--- config.mk ---
export PLATFORM = sky130hd
export DESIGN_NAME = uart_fifo_mode_ctrl
export DESIGN_NICKNAME = d
export VERILOG_FILES = /design/src/rtl/uart_mode_pkg.sv /design/src/rtl/mode_regs.sv /design/src/rtl/byte_fifo.sv /design/src/rtl/uart_fifo_mode_ctrl.sv
export SDC_FILE = /design/constraint.sdc
export NUM_CORES = 2
export LEC_CHECK = 0
export ABC_AREA = 1
export BUFFER_PORTS_ARGS = -buffer_cell sky130_fd_sc_hd__buf_2
export CELL_PAD_IN_SITES_DETAIL_PLACEMENT = 1
export CELL_PAD_IN_SITES_GLOBAL_PLACEMENT = 1
export CORE_ASPECT_RATIO = 1.2
export CORE_UTILIZATION = 25
export DETAILED_ROUTE_END_ITERATION = 8
export MAX_ROUTING_LAYER = met4
export PLACE_DENSITY_LB_ADDON = 0.15
export SKIP_LAST_GASP = 1
export SLEW_MARGIN = 20
export SYNTH_ARGS = -nofsm -noshare
export SYNTH_HDL_FRONTEND = slang
export SYNTH_SLANG_ARGS = --single-unit
export TNS_END_PERCENT = 1
--- constraint.sdc ---
create_clock -name clk -period 3.5 [get_ports clk]
set_clock_uncertainty 0.2 [all_clocks]
set_input_delay 0.35 -clock clk [delete_from_list [all_inputs] [get_ports clk]]
set_output_delay 0.35 -clock clk [all_outputs]
set_load 0.02 [all_outputs]
--- src/rtl/uart_mode_pkg.sv ---
package uart_mode_pkg;

    typedef enum logic [1:0] {
        MODE_BYTE   = 2'd0,
        MODE_STD16  = 2'd1,
        MODE_LEGACY = 2'd2,
        MODE_ENH    = 2'd3
    } uart_mode_e;

    function automatic uart_mode_e decode_mode(input logic fifo_en,
                                               input logic deep_sel,
                                               input logic enh);
        if (!fifo_en)      return MODE_BYTE;
        else if (enh)      return MODE_ENH;
        else if (deep_sel) return MODE_LEGACY;
        else               return MODE_STD16;
    endfunction

endpackage

--- src/rtl/mode_regs.sv ---
module mode_regs
    import uart_mode_pkg::*;
#(
    parameter int DATA_W    = 8,
    parameter int ADDR_W    = 3,
    parameter int MID_DEPTH = 16,
    parameter int MAX_DEPTH = 128,
    parameter int FCR_ADDR  = 2,
    parameter int LCR_ADDR  = 3,
    localparam int CW       = $clog2(MAX_DEPTH) + 1
) (
    input  logic              clk,
    input  logic              rst,
    input  logic              wr_en,
    input  logic [ADDR_W-1:0] addr,
    input  logic [DATA_W-1:0] wr_data,
    output logic [DATA_W-1:0] rd_data,
    input  logic              efr_wr,
    input  logic [DATA_W-1:0] efr_data,
    output uart_mode_e        mode,
    output logic [CW-1:0]     depth,
    output logic              flush,
    output logic              feat750_en,
    output logic              feat_enh_en
);

    typedef struct packed {
        logic              fifo_en;
        logic              deep_sel;
        logic              enh;
        logic [DATA_W-1:0] lcr;
    } regs_t;

    regs_t regs_d, regs_q;
    logic [CW-1:0] depth_d;

    function automatic logic [CW-1:0] mode_depth(input uart_mode_e m);
        case (m)
            MODE_BYTE:  return CW'(1);
            MODE_STD16: return CW'(MID_DEPTH);
            default:    return CW'(MAX_DEPTH);
        endcase
    endfunction

    always_comb begin
        regs_d = regs_q;
        if (wr_en && addr == ADDR_W'(FCR_ADDR)) begin
            regs_d.fifo_en = wr_data[0];
            if (regs_q.lcr[DATA_W-1])
                regs_d.deep_sel = wr_data[5];
        end
        if (wr_en && addr == ADDR_W'(LCR_ADDR))
            regs_d.lcr = wr_data;
        if (efr_wr)
            regs_d.enh = efr_data[4];
        depth_d = mode_depth(decode_mode(regs_d.fifo_en, regs_d.deep_sel, regs_d.enh));
    end

    always_ff @(posedge clk) begin
        if (rst) regs_q <= '0;
        else     regs_q <= regs_d;
    end

    assign mode        = decode_mode(regs_q.fifo_en, regs_q.deep_sel, regs_q.enh);
    assign depth       = mode_depth(mode);
    assign flush       = !rst && (depth_d != depth);
    assign feat750_en  = !regs_q.enh;
    assign feat_enh_en = regs_q.enh;
    assign rd_data     = (addr == ADDR_W'(LCR_ADDR)) ? regs_q.lcr : '0;

    AST_GUARD_HOLD: assert property (@(posedge clk) disable iff (rst)
        (wr_en && addr == ADDR_W'(FCR_ADDR) && !regs_q.lcr[DATA_W-1]) |=> $stable(regs_q.deep_sel));
    AST_EFR_TAKE: assert property (@(posedge clk) disable iff (rst)
        efr_wr |=> (feat_enh_en == $past(efr_data[4])));

endmodule

--- src/rtl/byte_fifo.sv ---
module byte_fifo #(
    parameter int DATA_W    = 8,
    parameter int MAX_DEPTH = 128,
    localparam int AW       = $clog2(MAX_DEPTH),
    localparam int CW       = AW + 1
) (
    input  logic              clk,
    input  logic              rst,
    input  logic              flush,
    input  logic [CW-1:0]     cap,
    input  logic              push,
    input  logic [DATA_W-1:0] din,
    input  logic              pop,
    output logic [DATA_W-1:0] dout,
    output logic              full,
    output logic              empty,
    output logic              overrun
);

    typedef struct packed {
        logic [AW-1:0]     wp;
        logic [AW-1:0]     rp;
        logic [CW-1:0]     cnt;
        logic [DATA_W-1:0] dout;
        logic              ovr;
    } fifo_t;

    fifo_t st_d, st_q;
    logic [DATA_W-1:0] mem [MAX_DEPTH];
    logic push_ok, pop_ok;

    assign full  = (st_q.cnt >= cap);
    assign empty = (st_q.cnt == '0);

    always_comb begin
        st_d    = st_q;
        push_ok = push && !full && !flush;
        pop_ok  = pop && !empty && !flush;
        if (push && full && !flush)
            st_d.ovr = 1'b1;
        if (flush) begin
            st_d.wp  = '0;
            st_d.rp  = '0;
            st_d.cnt = '0;
        end else begin
            if (push_ok) st_d.wp = st_q.wp + 1'b1;
            if (pop_ok) begin
                st_d.rp   = st_q.rp + 1'b1;
                st_d.dout = mem[st_q.rp];
            end
            if (push_ok && !pop_ok)      st_d.cnt = st_q.cnt + 1'b1;
            else if (pop_ok && !push_ok) st_d.cnt = st_q.cnt - 1'b1;
        end
    end

    always_ff @(posedge clk) begin
        if (rst) st_q <= '0;
        else     st_q <= st_d;
    end

    always_ff @(posedge clk) begin
        if (push_ok) mem[st_q.wp] <= din;
    end

    assign dout    = st_q.dout;
    assign overrun = st_q.ovr;

    AST_CAP_LIMIT: assert property (@(posedge clk) disable iff (rst)
        st_q.cnt <= cap);
    AST_OVR_STICKY: assert property (@(posedge clk) disable iff (rst)
        overrun |=> overrun);
    AST_POP_EMPTY: assert property (@(posedge clk) disable iff (rst)
        (pop && empty && !push && !flush) |=> ($stable(dout) && empty));
    AST_FLUSH_EMPTY: assert property (@(posedge clk) disable iff (rst)
        flush |=> empty);

endmodule

--- src/rtl/uart_fifo_mode_ctrl.sv ---
module uart_fifo_mode_ctrl
    import uart_mode_pkg::*;
#(
    parameter int DATA_W    = 8,
    parameter int ADDR_W    = 3,
    parameter int MID_DEPTH = 16,
    parameter int MAX_DEPTH = 128,
    localparam int CW       = $clog2(MAX_DEPTH) + 1
) (
    input  logic              clk,
    input  logic              rst,
    input  logic              wr_en,
    input  logic [ADDR_W-1:0] addr,
    input  logic [DATA_W-1:0] wr_data,
    output logic [DATA_W-1:0] rd_data,
    input  logic              efr_wr,
    input  logic [DATA_W-1:0] efr_data,
    input  logic              tx_push,
    input  logic [DATA_W-1:0] tx_din,
    input  logic              tx_pop,
    output logic [DATA_W-1:0] tx_dout,
    output logic              tx_full,
    output logic              tx_empty,
    output logic              tx_overrun,
    input  logic              rx_push,
    input  logic [DATA_W-1:0] rx_din,
    input  logic              rx_pop,
    output logic [DATA_W-1:0] rx_dout,
    output logic              rx_full,
    output logic              rx_empty,
    output logic              rx_overrun,
    output logic [1:0]        mode_code,
    output logic [CW-1:0]     depth,
    output logic              feat750_en,
    output logic              feat_enh_en
);

    uart_mode_e mode;
    logic       flush;

    mode_regs #(
        .DATA_W(DATA_W), .ADDR_W(ADDR_W),
        .MID_DEPTH(MID_DEPTH), .MAX_DEPTH(MAX_DEPTH)
    ) u_regs (
        .clk(clk), .rst(rst), .wr_en(wr_en), .addr(addr),
        .wr_data(wr_data), .rd_data(rd_data),
        .efr_wr(efr_wr), .efr_data(efr_data),
        .mode(mode), .depth(depth), .flush(flush),
        .feat750_en(feat750_en), .feat_enh_en(feat_enh_en)
    );

    assign mode_code = mode;

    byte_fifo #(.DATA_W(DATA_W), .MAX_DEPTH(MAX_DEPTH)) u_tx (
        .clk(clk), .rst(rst), .flush(flush), .cap(depth),
        .push(tx_push), .din(tx_din), .pop(tx_pop), .dout(tx_dout),
        .full(tx_full), .empty(tx_empty), .overrun(tx_overrun)
    );

    byte_fifo #(.DATA_W(DATA_W), .MAX_DEPTH(MAX_DEPTH)) u_rx (
        .clk(clk), .rst(rst), .flush(flush), .cap(depth),
        .push(rx_push), .din(rx_din), .pop(rx_pop), .dout(rx_dout),
        .full(rx_full), .empty(rx_empty), .overrun(rx_overrun)
    );

    AST_BYTE_DEPTH: assert property (@(posedge clk) disable iff (rst)
        (mode_code == 2'd0) |-> (tx_full || tx_empty));

endmodule

After elaboration in Yosys (flattened, before gate mapping)
Memory sizes are Yosys's and may differ from the RTL's. A register that Yosys moved wholly into a read port is not among the register bits.
Index checks and enable logic that the tools add are counted.
Storage, ports and cells
  register bits after elaboration: 57
  memory bits (writable): 2048
  input port bits: 43
  output and inout port bits: 42
  logic and storage cells: 89
  memories: 2
Memories
  u_rx.mem: words 128, bits a word 8, read ports 1, clocked after memory_dff 1, wr ports 1, RTL line byte_fifo.sv:29  | logic [DATA_W-1:0] mem [MAX_DEPTH];
  u_tx.mem: words 128, bits a word 8, read ports 1, clocked after memory_dff 1, wr ports 1, RTL line byte_fifo.sv:29
Cells by class
  add/subtract/negate cells: 8
  order comparisons: 2
  equal/unequal tests: 5
  mux-type cells: 20
  bitwise gates (word level): 1
  reductions and logical operators: 39
Operator list (count)
  $mux W8: 5
  $pmux W8 S2: 2
  $add A7 B1 Y7 const B: 4
  $logic_and A1 B1 Y1: 19
  $add A8 B1 Y8 const B: 2
  $ge A8 B8 Y1: 2
  $logic_not A8 Y1: 2
  $sub A8 B1 Y8 const B: 2
  $mux W2: 7
  $logic_not A1 Y1: 11
  $ne A8 B8 Y1: 1
  $eq A3 B2 Y1 const B: 2
  $mux W1: 6
  $eq A2 B1 Y1 const B: 2
  $logic_not A2 Y1: 2
  $reduce_and A2 Y1: 2
  $reduce_bool A2 Y1: 2
  $reduce_or A2 Y1: 1
  $not A1 Y1: 1

Logic depth before layout (Yosys ltp)
  depth after elaboration: 16
  mapped depth: 25
  mapped depth without buffers: 24

Hierarchy
From an unflattened synthesis, not the netlist that was laid out.
Unflattened totals
  cell total of the unflattened synthesis: 8511
  area total of the unflattened synthesis: 90280.3 um2
Modules (own cells, without submodules)
  byte_fifo at u_rx: instances 1, cells an instance 4212, area an instance 44849.3 um2, sequential area each 31370.1 um2
  byte_fifo at u_tx: instances 1, cells an instance 4208, area an instance 44818.0 um2, sequential area each 31370.1 um2
  mode_regs: instances 1, cells an instance 91, area an instance 613.1 um2, sequential area each 220.2 um2

Worst setup path after synthesis
Ideal clock, no wire load.
  kind: reg2reg
  start point: register u_regs.regs_q[8] (netlist: u_regs.feat_enh_en)
  end point: register u_rx.st_q[14] in the netlist's numbering
  setup time: 128 ps
  data arrival time: 3882 ps
  required time: 3172 ps
  setup slack: -710 ps
  cell stages (with the launch flop): 26
  buffers on the path: 1
  clock period less this slack: 4210 ps
  cell sequence: dfxtp_1 > inv_2 > a21oi_1 > inv_1 > ha_1 > nand2_1 > nor2_1 > nand2_1 > o211ai_1 > nor2_1 > nand2_1 > inv_1 > nand2_4 > clkinv_2 > buf_12 > ha_1 > inv_1 > ha_1 > a21o_1 > a31oi_1 > o21ai_0 > nand2_1 > a21oi_1 > nand3b_1 > nand2_1 > nor2_1
Between the ends
  elaborated cells between the ends (all ways): 26
  classes of those cells: order compare: 1; eq/ne: 3; mux: 8; reduce/logical: 14
RTL lines
  start: declaration: RTL line mode_regs.sv:34  | regs_t regs_d, regs_q;
  start signal: assignment: RTL line mode_regs.sv:61  | else regs_q <= regs_d;
  $mux W2 (*): RTL line uart_mode_pkg.sv:14  | else if (enh) return MODE_ENH;
  $mux W2 (*): RTL line uart_mode_pkg.sv:13  | if (!fifo_en) return MODE_BYTE;
  net mode_code[1]: RTL line uart_fifo_mode_ctrl.sv:32  | output logic [1:0] mode_code,
  $eq A2 B1 Y1 / $logic_not A2 Y1 (equally long branches): RTL line mode_regs.sv:38  | case (m)
  $pmux W8 S2 (*): RTL line mode_regs.sv:38
  $ge A8 B8 Y1 / $ne A8 B8 Y1 (equally long branches): RTL line byte_fifo.sv:32, mode_regs.sv:66
  $logic_not A1 Y1 / $logic_and A1 B1 Y1 (equally long branches): RTL line byte_fifo.sv:37, mode_regs.sv:66
  $logic_and A1 B1 Y1 / $logic_not A1 Y1 (equally long branches): RTL line byte_fifo.sv:37  | push_ok = push && !full && !flush;
  $logic_and A1 B1 Y1 (*): RTL line byte_fifo.sv:37
  net u_rx.push_ok: RTL line byte_fifo.sv:30  | logic push_ok, pop_ok;
  $logic_not A1 Y1: RTL line byte_fifo.sv:52  | else if (pop_ok && !push_ok) st_d.cnt = st_q.cnt - 1'b1;
  $logic_and A1 B1 Y1: RTL line byte_fifo.sv:52
  $reduce_bool A2 Y1 (no source line)
  end signal: assignment: RTL line byte_fifo.sv:58  | else st_q <= st_d;
  end: declaration: RTL line byte_fifo.sv:28  | fifo_t st_d, st_q;
The timed path passes the listed nets; every way through them passes the cells marked *.
A chain may end at the register's enable or synchronous reset.

Worst setup path after layout
  start point: register u_regs.regs_q[9]
  end point: register u_rx.st_q[14] in the netlist's numbering
Between the ends
  longest elaborated chain between the ends: 14
  elaborated cells between the ends (all ways): 29
  classes of those cells: order compare: 1; eq/ne: 3; mux: 11; reduce/logical: 14
RTL lines
  parallel branches: the longest is 14 deep, another holds $ge A8 B8 Y1
Parallel ways; which one is timed is not known.

==> impl_metrics.env <==
export IMPL_unrepaired_setup_endpoints_after_global_routing="true"
export IMPL_timing_critical_path_mode_cell="sky130_fd_sc_hd__ha_4"
export IMPL_swShare_pct=31.8
export IMPL_die_height_um=657
export IMPL_grt_max_degree=146
export IMPL_power_ir_vdd_worst_uv=480
export IMPL_first_pass_iters=5
export IMPL_longest_individual_stage_delay_on_the_worst_path_ps=350
export IMPL_synthesis_yosys_warnings=0
export IMPL_r2r_cells=23
export IMPL_postSynthAreaPerCell_um2=10.8
export IMPL_pwr_density_cell_nw_per_um2=647
export IMPL_cp_start_kind="flip-flop"
export IMPL_post_synthesis_share_of_cell_area_spent_on_and_or_nand_and_nor_gates_pct=20.7
export IMPL_postRouteWirelength_mm=312
export IMPL_io_pins=85
export IMPL_final_min_period_over_clock_period_pct=98.5
export IMPL_final_antenna_net_count=0
export IMPL_final_setup_viol_count=0
export IMPL_clk_pin_slew_ps=60
export IMPL_worstSkewPairLatency_ps=930
export IMPL_clk_path_buf_depth=4
export IMPL_synth_edf_count=2048
export IMPL_dpl_worst_slack_ps=-191
export IMPL_layout_filler_cells=39700
export IMPL_fin_ws_ps=51.6
export IMPL_hold_slack_ps=114
export IMPL_synth_compound_gate_area_share_pct=3.70
export IMPL_drv_cap=0
export IMPL_synth_top_family_by_area="simple AND/OR/NAND/NOR gates"
export IMPL_mappedNetlistArea_um2=89300
export IMPL_worst_ep_required_time_ps=4050
export IMPL_drc_errors=0
export IMPL_p_seq_share_pct=41.2
export IMPL_cts_max_level=4
export IMPL_die_area_um2=359000
export IMPL_crit_type="flip-flop to flip-flop"
export IMPL_ys_seq_elements=2121
export IMPL_cts_inserted_buffers=236
export IMPL_finalWeightedCongestion=0.822
export IMPL_placement_rows=240
export IMPL_dieWidth_um=547
export IMPL_outcome="finished clean"
export IMPL_pleak_uw=0.0397
export IMPL_total_switching_power_uw=22000
export IMPL_ys_types=45
export IMPL_floorplan_initialDensity_pct=25.1
export IMPL_synthCells=8287
export IMPL_drive_above_1_share_pct=11.9
export IMPL_p_total_uw=69400
export IMPL_floorplan_core_area_um2=356000
export IMPL_cp_max_fo=5
export IMPL_detailroute_via_count=60900
export IMPL_post_synth_mux_area_share_pct=0
export IMPL_fmax_mhz=290
export IMPL_postSynth_topFlopCell="sky130_fd_sc_hd__edfxtp_1"
export IMPL_root_buffer="sky130_fd_sc_hd__clkbuf_16"
export IMPL_synth_yosys_seq_area_share_pct=70.5
export IMPL_nets=8809
export IMPL_fin_crit_ps=3450
export IMPL_avgViaCountPerCell=4.46
export IMPL_place_hpwl_mm=201
export IMPL_number_of_failing_hold_endpoints_at_the_final_stage=0
export IMPL_antenna_violations_before_repair=8
export IMPL_dp_cells=13200
export IMPL_timing_critical_path_arrival_ps=4000
export IMPL_power_share_clock_pct=35.6
export IMPL_grt_first_pass_wirelength_mm=455
export IMPL_timing_max_slew_rel_slack_pct=33.7
export IMPL_tritoncts_clock_tree="built"
export IMPL_grt_pass1_vias=65600
export IMPL_grt_total_usage_pct=17.6
export IMPL_drt_initial_drc_count=3912
export IMPL_cp_cell_sequence="inv_2 -> a21oi_4 -> inv_4 -> ha_4 -> nand2_4 -> buf_4 -> nor3_1 -> nor2_2 -> nand2_2 -> inv_2 -> nand2_4 -> clkinv_4 -> ha_4 -> inv_6 -> ha_4 -> a21o_1 -> a31oi_2 -> o21ai_1 -> nand2_1 -> a21oi_1 -> nand3b_1 -> nand2_1 -> nor2_1"
export IMPL_timing_hold_worst_path_depth=2
export IMPL_grt_ovfl_total=0
export IMPL_finalNonFillerCells=13700
export IMPL_flow_area_growth_from_synthesis_pct=20.1
export IMPL_tightestPinTransition_ps=991
export IMPL_cts_sinks=2121
export IMPL_share_of_the_synthesized_netlist_area_taken_by_xor_and_xnor_gates_pct=0.147
export IMPL_detail_route_wl_per_cell_um=22.9
export IMPL_worstHoldPathType="primary input to flip-flop"
export IMPL_cellInternalPower_uw=47300
export IMPL_synthAdderAreaFrac_pct=0.395
export IMPL_synthArstFlopShare_pct=0
export IMPL_sort_of_element_at_the_end_of_the_critical_path="flip-flop"
export IMPL_slowest_stage="sky130_fd_sc_hd__dfxtp_2"
export IMPL_timing_final_max_slew_violations=0
export IMPL_comb_power_share_pct=23.2
export IMPL_io_buffer_count=72
[layout by cell type (no fill, tap or decap), types with 6 or more instances in the layout]
master / n
sky130_fd_sc_hd__nand2_1: 2543
sky130_fd_sc_hd__edfxtp_1: 2048
sky130_fd_sc_hd__nor2_1: 1038
sky130_fd_sc_hd__nand3_1: 874
sky130_fd_sc_hd__inv_1: 464
sky130_fd_sc_hd__buf_4: 463
sky130_fd_sc_hd__o21ai_0: 377
sky130_fd_sc_hd__clkbuf_16: 240
sky130_fd_sc_hd__a21oi_1: 155
sky130_fd_sc_hd__buf_12: 85
sky130_fd_sc_hd__clkbuf_1: 63
sky130_fd_sc_hd__dfxtp_1: 63
sky130_fd_sc_hd__dlygate4sd3_1: 58
sky130_fd_sc_hd__buf_2: 55
sky130_fd_sc_hd__o211ai_1: 48
sky130_fd_sc_hd__clkinv_1: 45
sky130_fd_sc_hd__clkinv_2: 41
sky130_fd_sc_hd__nor3_1: 20
sky130_fd_sc_hd__bufinv_16: 18
sky130_fd_sc_hd__buf_6: 18
sky130_fd_sc_hd__inv_2: 14
sky130_fd_sc_hd__nand4_4: 13
sky130_fd_sc_hd__ha_4: 13
sky130_fd_sc_hd__clkbuf_8: 13
sky130_fd_sc_hd__nand2_2: 12
sky130_fd_sc_hd__xor2_1: 12
sky130_fd_sc_hd__ha_1: 12
sky130_fd_sc_hd__o21ai_1: 9
sky130_fd_sc_hd__clkinvlp_4: 9
sky130_fd_sc_hd__inv_6: 8
sky130_fd_sc_hd__a21boi_0: 8
sky130_fd_sc_hd__dfxtp_4: 7
sky130_fd_sc_hd__a21oi_2: 6
[layer usage]
metal / up-vias / wire (um) / track usage [%]
met5: - / 0 / -
met4: 0 / 8100 / 4.36
met3: 393 / 9110 / 1.92
met2: 809 / 162000 / 31.6
met1: 30800 / 133000 / 21.0
li1: 28900 / - / -
[flip-flops by register name, summed over array words and instances (netlist names), 8 cells and up]
| signal | cells |
|---|---|
| u_tx.dout | 8 |
| u_rx.mem | 1024 |
| u_tx.st_q | 22 |
| u_regs.regs_q | 10 |
| u_tx.mem | 1024 |
| u_rx.st_q | 22 |
| u_rx.dout | 8 |
[path summary, 6_finish.rpt]
path,start,endpoint,slack (ps)
hold reg to reg,u_rx.st_q[22]$_SDFFE_PP0P_,u_rx.st_q[22]$_SDFFE_PP0P_,300
hold / removal,tx_din[4],u_tx.mem[40][4]$_DFFE_PP_,110
setup / recovery,u_regs.regs_q[9]$_SDFF_PP0_,u_rx.st_q[14]$_SDFFE_PP0P_,50
setup reg to reg,u_regs.regs_q[9]$_SDFF_PP0_,u_rx.st_q[14]$_SDFFE_PP0P_,50
[cells in the mapped netlist, types with 8 or more instances]
cell | n | area [um^2]
sky130_fd_sc_hd__nand2_1 | 2553 | 9580
sky130_fd_sc_hd__edfxtp_1 | 2048 | 61500
sky130_fd_sc_hd__nor2_1 | 1046 | 3930
sky130_fd_sc_hd__nand3_1 | 874 | 4370
sky130_fd_sc_hd__inv_1 | 477 | 1790
sky130_fd_sc_hd__o21ai_0 | 380 | 1900
sky130_fd_sc_hd__clkbuf_1 | 199 | 747
sky130_fd_sc_hd__buf_2 | 187 | 936
sky130_fd_sc_hd__a21oi_1 | 162 | 811
sky130_fd_sc_hd__dfxtp_1 | 73 | 1460
sky130_fd_sc_hd__buf_1 | 48 | 180
sky130_fd_sc_hd__o211ai_1 | 48 | 360
sky130_fd_sc_hd__buf_4 | 28 | 210
sky130_fd_sc_hd__ha_1 | 25 | 313
sky130_fd_sc_hd__nor3_1 | 21 | 105
sky130_fd_sc_hd__nand4_4 | 13 | 277
sky130_fd_sc_hd__inv_2 | 12 | 45.0
sky130_fd_sc_hd__xor2_1 | 12 | 105
sky130_fd_sc_hd__a21boi_0 | 8 | 60.1
[stage by stage]
step	area [um^2]	utilization, %	setup TNS, ps
after detailed placement	98800	27.8	-3760
after floorplan	89400	-	0
final	107000	30.1	0
after CTS	107000	30.1	-1040
after global placement	98800	27.8	-2460
after global routing	107000	30.1	-9830
[repair_timing]
item	CTS	global route
endpoints found under the setup margin	70	1151
gates resized for setup	15	38
hold buffers	58	0
setup buffers	2	8
pin swaps	7	24
hold endpoints to repair	1719	0
[worst max-delay path, delay by kind of cell (launching register included)]
| kind | cells | cell delay [ps] |
|---|---|---|
| AO/OA/AOI/OAI | 5 | 730 |
| adder cells (fa/ha/maj) | 3 | 660 |
| buffers and inverters | 6 | 460 |
| flip-flops | 1 | 350 |
| AND/OR/NAND/NOR | 9 | 900 |
[area by class of cell]
| class | count | area (um^2) | share of cell area, % |
|---|---|---|---|
| Clock inverter | 117 | 1110 | 1.04 |
| Multi-Input combinational cell | 5203 | 22600 | 21.1 |
| Sequential cell | 2121 | 63000 | 58.8 |
| Antenna cell | 3 | 7.51 | 0.00700 |
| Inverter | 498 | 1940 | 1.81 |
| Timing Repair Buffer | 679 | 6240 | 5.82 |
| Clock buffer | 316 | 6420 | 5.99 |
| Tap cell | 4719 | 5900 | 5.51 |
[power groups by stage]
stage	Sequential [uW]	Combinational, uW	Clock, uW
CTS	28600	16100	25500
detailed placement	29100	15800	0
floorplan	28900	8930	0
global placement	29100	15800	0
finish	28600	16100	24700
global route	28600	17800	26200
[logic make-up after synthesis]
group,after synthesis
fa+ha+maj,27
buf+inv,967
simple gates,4532
xor+xnor,15
flops,2121
other cells,1
compound gates,624
No activity file was read; power rests on OpenSTA's default activity.
